===== config.mk =====
export PLATFORM = sky130hd
export DESIGN_NAME = rstq_top
export DESIGN_NICKNAME = d
export VERILOG_FILES = /design/src/rtl/rstq_pkg.sv /design/src/rtl/rstq_sync.sv /design/src/rtl/rstq_qualify.sv /design/src/rtl/rstq_emu.sv /design/src/rtl/rstq_ea.sv /design/src/rtl/rstq_top.sv
export SDC_FILE = /design/constraint.sdc
export NUM_CORES = 1
export LEC_CHECK = 0
export BUFFER_PORTS_ARGS = -buffer_cell sky130_fd_sc_hd__buf_4
export CORE_MARGIN = 2
export CORE_UTILIZATION = 39
export CTS_BUF_LIST = sky130_fd_sc_hd__clkbuf_8
export DETAILED_ROUTE_END_ITERATION = 10
export SETUP_SLACK_MARGIN = 0.3
export SYNTH_ARGS = -nofsm -noshare
export SYNTH_HDL_FRONTEND = slang
export SYNTH_HIERARCHICAL = 1
export SYNTH_SLANG_ARGS = --single-unit

===== constraint.sdc =====
create_clock -name clk -period 1.39 [get_ports clk]
set_input_delay 0.278 -clock clk [delete_from_list [all_inputs] [get_ports clk]]
set_output_delay 0.278 -clock clk [all_outputs]
set_load 0.01 [all_outputs]

===== src/rtl/rstq_pkg.sv =====
package rstq_pkg;

  typedef struct packed {
    logic float_low;
    logic weak_pull;
  } pad_dir_t;

  function automatic int hold_clocks(input int clks_per_mcycle, input int mcycles);
    return clks_per_mcycle * mcycles;
  endfunction

  function automatic int cnt_bits(input int limit);
    return (limit < 2) ? 1 : $clog2(limit + 1);
  endfunction

  function automatic pad_dir_t pad_for(input logic emu);
    pad_dir_t d;
    d.float_low = emu;
    d.weak_pull = emu;
    return d;
  endfunction

endpackage


===== src/rtl/rstq_sync.sv =====
module rstq_sync #(
  parameter int W      = 4,
  parameter int STAGES = 2,
  parameter logic [W-1:0] RST_VAL = '0
) (
  input  logic         clk,
  input  logic         arst_n,
  input  logic [W-1:0] d,
  output logic [W-1:0] q
);
  logic [W-1:0] stage [STAGES];

  always_ff @(posedge clk or negedge arst_n) begin
    if (!arst_n) stage[0] <= RST_VAL;
    else         stage[0] <= d;
  end

  for (genvar i = 1; i < STAGES; i++) begin : g_stage
    always_ff @(posedge clk or negedge arst_n) begin
      if (!arst_n) stage[i] <= RST_VAL;
      else         stage[i] <= stage[i-1];
    end
  end

  assign q = stage[STAGES-1];
endmodule


===== src/rtl/rstq_qualify.sv =====
module rstq_qualify #(
  parameter int HOLD = 24
) (
  input  logic clk,
  input  logic arst_n,
  input  logic rst_s,
  output logic int_rst,
  output logic rel_evt
);
  localparam int CW = rstq_pkg::cnt_bits(HOLD);
  localparam logic [CW-1:0] LAST = CW'(HOLD - 1);

  logic [CW-1:0] cnt;
  logic          full;

  assign full    = (cnt == LAST);
  assign rel_evt = int_rst && !rst_s;

  always_ff @(posedge clk or negedge arst_n) begin
    if (!arst_n)     cnt <= '0;
    else if (!rst_s) cnt <= '0;
    else if (!full)  cnt <= cnt + 1'b1;
  end

  always_ff @(posedge clk or negedge arst_n) begin
    if (!arst_n) int_rst <= 1'b0;
    else         int_rst <= rst_s && (int_rst || full);
  end

  a_r1_rise_after_full_window: assert property (@(posedge clk) disable iff (!arst_n)
    $rose(int_rst) |-> $past(cnt) == LAST);
  a_r2_no_early_reset: assert property (@(posedge clk) disable iff (!arst_n)
    (!int_rst && cnt != LAST) |=> !int_rst);
  a_r3_count_restarts: assert property (@(posedge clk) disable iff (!arst_n)
    !rst_s |=> cnt == '0);
  a_r4_release_follows_pin: assert property (@(posedge clk) disable iff (!arst_n)
    !rst_s |=> !int_rst);
endmodule


===== src/rtl/rstq_emu.sv =====
module rstq_emu (
  input  logic clk,
  input  logic arst_n,
  input  logic int_rst,
  input  logic rel_evt,
  input  logic ale_s,
  input  logic psen_n_s,
  output logic emu_mode
);
  logic armed;
  logic arm_now;
  logic armed_eff;

  assign arm_now   = int_rst && !ale_s && psen_n_s;
  assign armed_eff = armed || arm_now;

  always_ff @(posedge clk or negedge arst_n) begin
    if (!arst_n)      armed <= 1'b0;
    else if (rel_evt) armed <= 1'b0;
    else if (int_rst) armed <= armed_eff;
    else              armed <= 1'b0;
  end

  always_ff @(posedge clk or negedge arst_n) begin
    if (!arst_n)      emu_mode <= 1'b0;
    else if (rel_evt) emu_mode <= armed_eff && !ale_s;
  end

  a_r5_enter_on_handshake: assert property (@(posedge clk) disable iff (!arst_n)
    (rel_evt && armed_eff && !ale_s) |=> emu_mode);
  a_r6_no_entry_unarmed: assert property (@(posedge clk) disable iff (!arst_n)
    (rel_evt && !armed_eff) |=> !emu_mode);
  a_r7_leave_on_normal_release: assert property (@(posedge clk) disable iff (!arst_n)
    (rel_evt && ale_s) |=> !emu_mode);
  a_r8_hold_between_releases: assert property (@(posedge clk) disable iff (!arst_n)
    !rel_evt |=> $stable(emu_mode));
endmodule


===== src/rtl/rstq_ea.sv =====
module rstq_ea (
  input  logic clk,
  input  logic arst_n,
  input  logic int_rst,
  input  logic lock_prog,
  input  logic ea_s,
  output logic ea_latched
);
  logic take;

  assign take = !lock_prog || int_rst;

  always_ff @(posedge clk or negedge arst_n) begin
    if (!arst_n)   ea_latched <= 1'b0;
    else if (take) ea_latched <= ea_s;
  end

  a_r9_frozen_when_locked: assert property (@(posedge clk) disable iff (!arst_n)
    (lock_prog && !int_rst) |=> $stable(ea_latched));
  a_r10_follows_when_open: assert property (@(posedge clk) disable iff (!arst_n)
    !lock_prog |=> ea_latched == $past(ea_s));
endmodule


===== src/rtl/rstq_top.sv =====
module rstq_top #(
  parameter int CLKS_PER_MCYCLE = 12,
  parameter int MCYCLES         = 2,
  parameter int SYNC_STAGES     = 2
) (
  input  logic clk,
  input  logic arst_n,
  input  logic rst_pin,
  input  logic ale_pin,
  input  logic psen_n_pin,
  input  logic ea_strap,
  input  logic lock_prog,
  output logic int_rst,
  output logic emu_mode,
  output logic float_low_port,
  output logic weak_pull_high,
  output logic ea_latched
);
  import rstq_pkg::*;

  localparam int HOLD = hold_clocks(CLKS_PER_MCYCLE, MCYCLES);
  // bit order: {ea, psen_n, ale, rst}; strobes idle high
  localparam logic [3:0] SYNC_RST = 4'b0110;

  logic [3:0] raw_v;
  logic [3:0] syn_v;
  logic       rst_s, ale_s, psen_n_s, ea_s;
  logic       rel_evt;
  pad_dir_t   pads;

  assign raw_v = {ea_strap, psen_n_pin, ale_pin, rst_pin};

  rstq_sync #(.W(4), .STAGES(SYNC_STAGES), .RST_VAL(SYNC_RST)) u_sync (
    .clk(clk), .arst_n(arst_n), .d(raw_v), .q(syn_v)
  );

  assign rst_s    = syn_v[0];
  assign ale_s    = syn_v[1];
  assign psen_n_s = syn_v[2];
  assign ea_s     = syn_v[3];

  rstq_qualify #(.HOLD(HOLD)) u_qual (
    .clk(clk), .arst_n(arst_n), .rst_s(rst_s), .int_rst(int_rst), .rel_evt(rel_evt)
  );

  rstq_emu u_emu (
    .clk(clk), .arst_n(arst_n), .int_rst(int_rst), .rel_evt(rel_evt),
    .ale_s(ale_s), .psen_n_s(psen_n_s), .emu_mode(emu_mode)
  );

  rstq_ea u_ea (
    .clk(clk), .arst_n(arst_n), .int_rst(int_rst), .lock_prog(lock_prog),
    .ea_s(ea_s), .ea_latched(ea_latched)
  );

  assign pads           = pad_for(emu_mode);
  assign float_low_port = pads.float_low;
  assign weak_pull_high = pads.weak_pull;

  always_comb begin
    a_r11_pads_track_mode: assert (float_low_port == emu_mode && weak_pull_high == emu_mode);
  end
endmodule


Yosys cells after proc, flatten, opt, wreduce, memory -nomap -nowiden --
Index checks and enable logic that the tools add are counted.
Word-level totals: register bits 17, input port bits 7, output and inout port bits 5, word-level logic and storage cells 25
Operators by class: add/sub/neg operators 1, equal/unequal tests 2, mux-type cells 4, reduce and logical (&&, ||, !) cells 11
Operator list (count):
- $mux 5 | 2
- $add 5x1->5 const B | 1
- $eq 5x5->1 const B | 1
- $logic_and 1x1->1 | 5
- $logic_not 1->1 | 3
- $logic_or 1x1->1 | 3
- $mux 1 | 2
- $ne 2x2->1 const B | 1

Depth between registers and ports, before layout --
depth after elaboration 6, gate-level depth with buffers 4, depth with buffers taken out 4

Modules after synthesis --
The synthesis kept the hierarchy.
Modules (own cells, without submodules):
- rstq_qualify | times used 1, cells each 25, area an instance 289.0 µm², seq. area each 150.1 µm²
- rstq_sync | times used 1, cells each 12, area an instance 235.2 µm², seq. area each 205.2 µm²
- rstq_emu | times used 1, cells each 8, area an instance 93.8 µm², seq. area each 50.0 µm²
- rstq_ea | times used 1, cells each 3, area an instance 46.3 µm², seq. area each 25.0 µm²
- rstq_top | times used 1, cells each 2, area an instance 15.0 µm², seq. area each 0.0 µm²

Worst setup path before layout --
OpenSTA, ideal clock, no wires.
path kind reg-to-reg, start register u_qual.cnt[0], end register u_qual.cnt[0], setup time 0.119 ns, arrival time 1.011 ns, data required time 1.271 ns, path slack 0.260 ns, stages on the path, launching flop included 5, path buffers 0, period minus slack after synthesis 1.130 ns, cells stage by stage dfrtp_1 -> ha_1 -> nand4b_4 -> xor2_1 -> and2_1
Between the ends: word-level cells in the longest chain between the ends 3, elaborated cells between the ends (all ways) 5, classes of those cells 1 x add/sub; 2 x eq/ne; 2 x mux
Ends and longest elaborated chain:
- start, declared | line rstq_qualify.sv:13 | logic [CW-1:0] cnt;
- start signal, assigned | line rstq_qualify.sv:22 | else if (!full) cnt <= cnt + 1'b1;
- $add 5x1->5 | line rstq_qualify.sv:22
- $mux 5 | line rstq_qualify.sv:22
- $mux 5 | line rstq_qualify.sv:21 | else if (!rst_s) cnt <= '0;
Several ways; a longest one is shown, not always the timed one. The select of a mux whose other input is x is not followed. A chain may end at the register's enable or synchronous reset.

Worst setup path after layout --
start register u_qual.cnt[1], end register u_qual.cnt[0]
Between the ends: word-level cells in the longest chain between the ends 2
Ends and longest elaborated chain:
- $eq 5x5->1 | line rstq_qualify.sv:16 | assign full = (cnt == LAST);
- $ne 2x2->1 (no source line)
Every way passes these cells.

==> impl_results.md <==
* Status: completed
* Post-synth top cells: dfrtp_1 (13), buf_4 (6), dfstp_2 (4)
* Rel. slew slack at 0.857
* Main area contributors after synthesis: dfrtp_1 (48%), dfstp_2 (15%), buf_4 (6.6%)
* CTS clk-pin slew, worst paths at approximately 0.060 ns
* Register area at ~430 um^2
* Worst Max-Slew Pin Slew at ~0.21 ns
* RSZ-0062 raised after global routing: yes
* Critical path capture point type: flip-flop
* Main synth FF type: dfrtp_1
* Library cells used by synthesis at 22
* Fillcell total at 148
* Top cell type by total area after synthesis: dfrtp_1
* Worst path top cell family by delay: flip-flops
* Total routed wirelength at around 950 um
* Fmax at between 800 and 900 MHz
* Initial DRC Count at 1
* DIE AREA at 0.00209 mm^2
* Leak at 0.429 nW
* Fin Setup TNS at 0 ns
* Synthesized area per cell at 13.6 um^2
* Area share of the largest cell type after synthesis at 0.479
* DR DRC count at 0
* Dpl cells at between 70 and 80
* Syn_nets at 58
* Area grow syn2layout at 25.6%
* Final Non-Filler Cells at between 80 and 90
* CP bufs+invs at 0
* Largest net degree at the start of global routing at 18
* RR Startpoint: u_qual/cnt[1]$_DFFE_PN0P_
* Period Utilization, post-route at 0.803
* PortBufs at 11
* Fin worst setup slack at approximately 0.27 ns
* Wire length per cell at approximately 12 um
* Syn Std Cell Area at 679 um^2
* Final setup vio count at 0
* Final hold vios at 0
* Via count at roughly 380
* VDD IR max at 0.667 mV
* Detail Route Antenna Nets at 0
* TritonRoute pass-1 iters at 4
* Core Area at between 0.0015 and 0.002 mm^2
* Count leader, synth: dfrtp_1
* Initial antenna violation count at 0
* CTS Buf Count at 3
* Final min period at 1.12 ns
* Fraction of layout cells with a size suffix above 1 at 0.453
* Synth warn at 6
* Power Dens Cells at ~1100 mW/mm^2
* Vias in the first global route at around 320
* Worst Path Arrival at around 1.3 ns
* Yosys reg bits at 17
* Setup WS pre-CTS at 0.264 ns
* Die X at 45.7 um
* HPWL Detailed at a little over 600 um
* Number of max-cap violations at 0
* Critical Path Source: u_qual/cnt[1]$_DFFE_PN0P_
* Number of flops mapped to enable cells by yosys at 0
* Clk_skew at 0.00121 ns
* Via density per instance at around 4.7
* Mapped Cells at 50
* Routability cong. at between 0.7 and 0.8
* Root Driver: clkbuf_8
* Crit path kind: flip-flop to flip-flop
* Slowest stage delay, CP at 0.40 ns
* Startpoint types: flip-flop
* Post-layout util at 0.505
* Clock buffer depth at 2
* Asr flop ratio synth at 1.00
* H-tree depth at 1
* Worst-path cell chain: ha_4 > nand4b_4 > xor2_1 > and2_1
* Die height at about 46 um
* I/O pins at 12
* Clk_lat worst skew at ~0.25 ns
* Multi-input gate area at about 210 um^2
* Number of diodes at 0
* Slowest CP cell: dfrtp_1
* Slew Limit Fails at 0
* Count of clock tree sinks at 17
* Overall Global Routing Usage at 0.106
* CP Data Required Time at around 1.5 ns
* Starting Density at 0.402
* GR Overflow Total at 0
* Pwr Total at 0.000959 W
* Min-delay src: ale_pin
* Rows at 15
* Worst-path fanout max at 5
* Nets@finish at 73
* Hold Crit Class: input pin to flip-flop
* First-pass GRT wire length at roughly 1400 um
* CTS tree: done
* Sequential area share after synthesis at 0.634
==> path summary, 6_finish.rpt <==
path	slack [ns]	cells past startpoint	endpoint
max in group asynchronous	0.70	2	u_sync/q[2]$_DFF_PN1_
worst min-delay path	0.13	1	u_sync/stage[5]$_DFF_PN1_
min in group asynchronous	0.45	2	u_ea/ea_latched$_DFFE_PN0P_
worst max register to register	0.27	4	u_qual/cnt[0]$_DFFE_PN0P_
worst min register to register	0.35	0	u_sync/q[0]$_DFF_PN0_
worst max-delay path	0.27	4	u_qual/cnt[0]$_DFFE_PN0P_
==> report_power, final <==
part / leakage [nW] / internal (W) / switching (W) / total, W
sequential: 0.208 / 0.000521 / 0.0000163 / 0.000537
clock: 0.0255 / 0.000198 / 0.000158 / 0.000356
combinational: 0.196 / 0.0000396 / 0.0000258 / 0.0000654
total: 0.429 / 0.000759 / 0.000200 / 0.000959
==> registers in the layout (all words and copies together) (netlist names) <==
name             cells
u_sync/q             4
u_qual/cnt           5
u_qual/int_rst       1
u_emu/emu_mode       1
u_sync/stage         4
u_ea/ea_latched      1
u_emu/armed          1
==> cell usage in the layout (no fill, tap or decap) <==
cell type,instances
a21boi_0,1
a21oi_1,1
a31oi_1,1
and2_1,2
and3_2,1
buf_4,11
buf_6,4
clkbuf_8,3
clkinv_2,1
dfrtp_1,12
dfrtp_2,1
dfstp_2,4
dlygate4sd3_1,1
ha_4,1
inv_1,2
mux2_4,1
nand2_1,1
nand2b_1,3
nand3_1,3
nand4b_4,1
nor2_1,1
nor2b_1,1
o211a_1,1
o21ai_0,2
o31ai_2,1
xnor2_1,2
xor2_1,1
==> stage by stage <==
stage | area [um^2] | hold slack, ns
after global placement | 751 | 0.152
after global routing | 853 | 0.117
after CTS | 830 | 0.126
final | 853 | 0.133
after floorplan | 692 | -0.0176
after detailed placement | 751 | 0.151
==> worst reg2reg max path: cells and delay by family, from the launching register on <==
family        cells  cell delay, ns
simple gates      2            0.28
fa+ha+maj         1            0.17
flops             1            0.40
xor+xnor          1            0.16
==> area by class of cell <==
class,count,area share
clock buffer,3,0.0484
multi-input combinational,25,0.245
timing repair buffer,16,0.161
tap,17,0.0249
inverter,2,0.00880
clock inverter,1,0.00587
sequential,17,0.506
==> repair_timing <==
item                                   in CTS  in global routing
pin swaps                                   1                  1
endpoints found under the hold margin      13                  0
setup buffers                               2                  2
hold buffers                                1                  0
setup endpoints to repair                   5                  8
gates resized for setup                     2                  3
==> cell families (layout without fill, tap and decap cells) <==
logic type	count (synthesis)	in the layout	share of synthesized area
XOR/XNOR	3	3	0.0387
flip-flops	17	17	0.634
buffers and inverters	8	22	0.0773
AO/OA/AOI/OAI	7	7	0.0755
adder cells (fa/ha/maj)	1	1	0.0184
multiplexers	1	1	0.0221
AND/OR/NAND/NOR	13	13	0.134
==> routing by layer <==
layer,global-route usage,wire length (um),up-vias
met5,0,0,-
met4,0.103,36,0
met3,0.0357,42,4
met2,0.135,445,9
met1,0.136,425,181
li1,-,-,190
(Power assumes the default switching activity.)
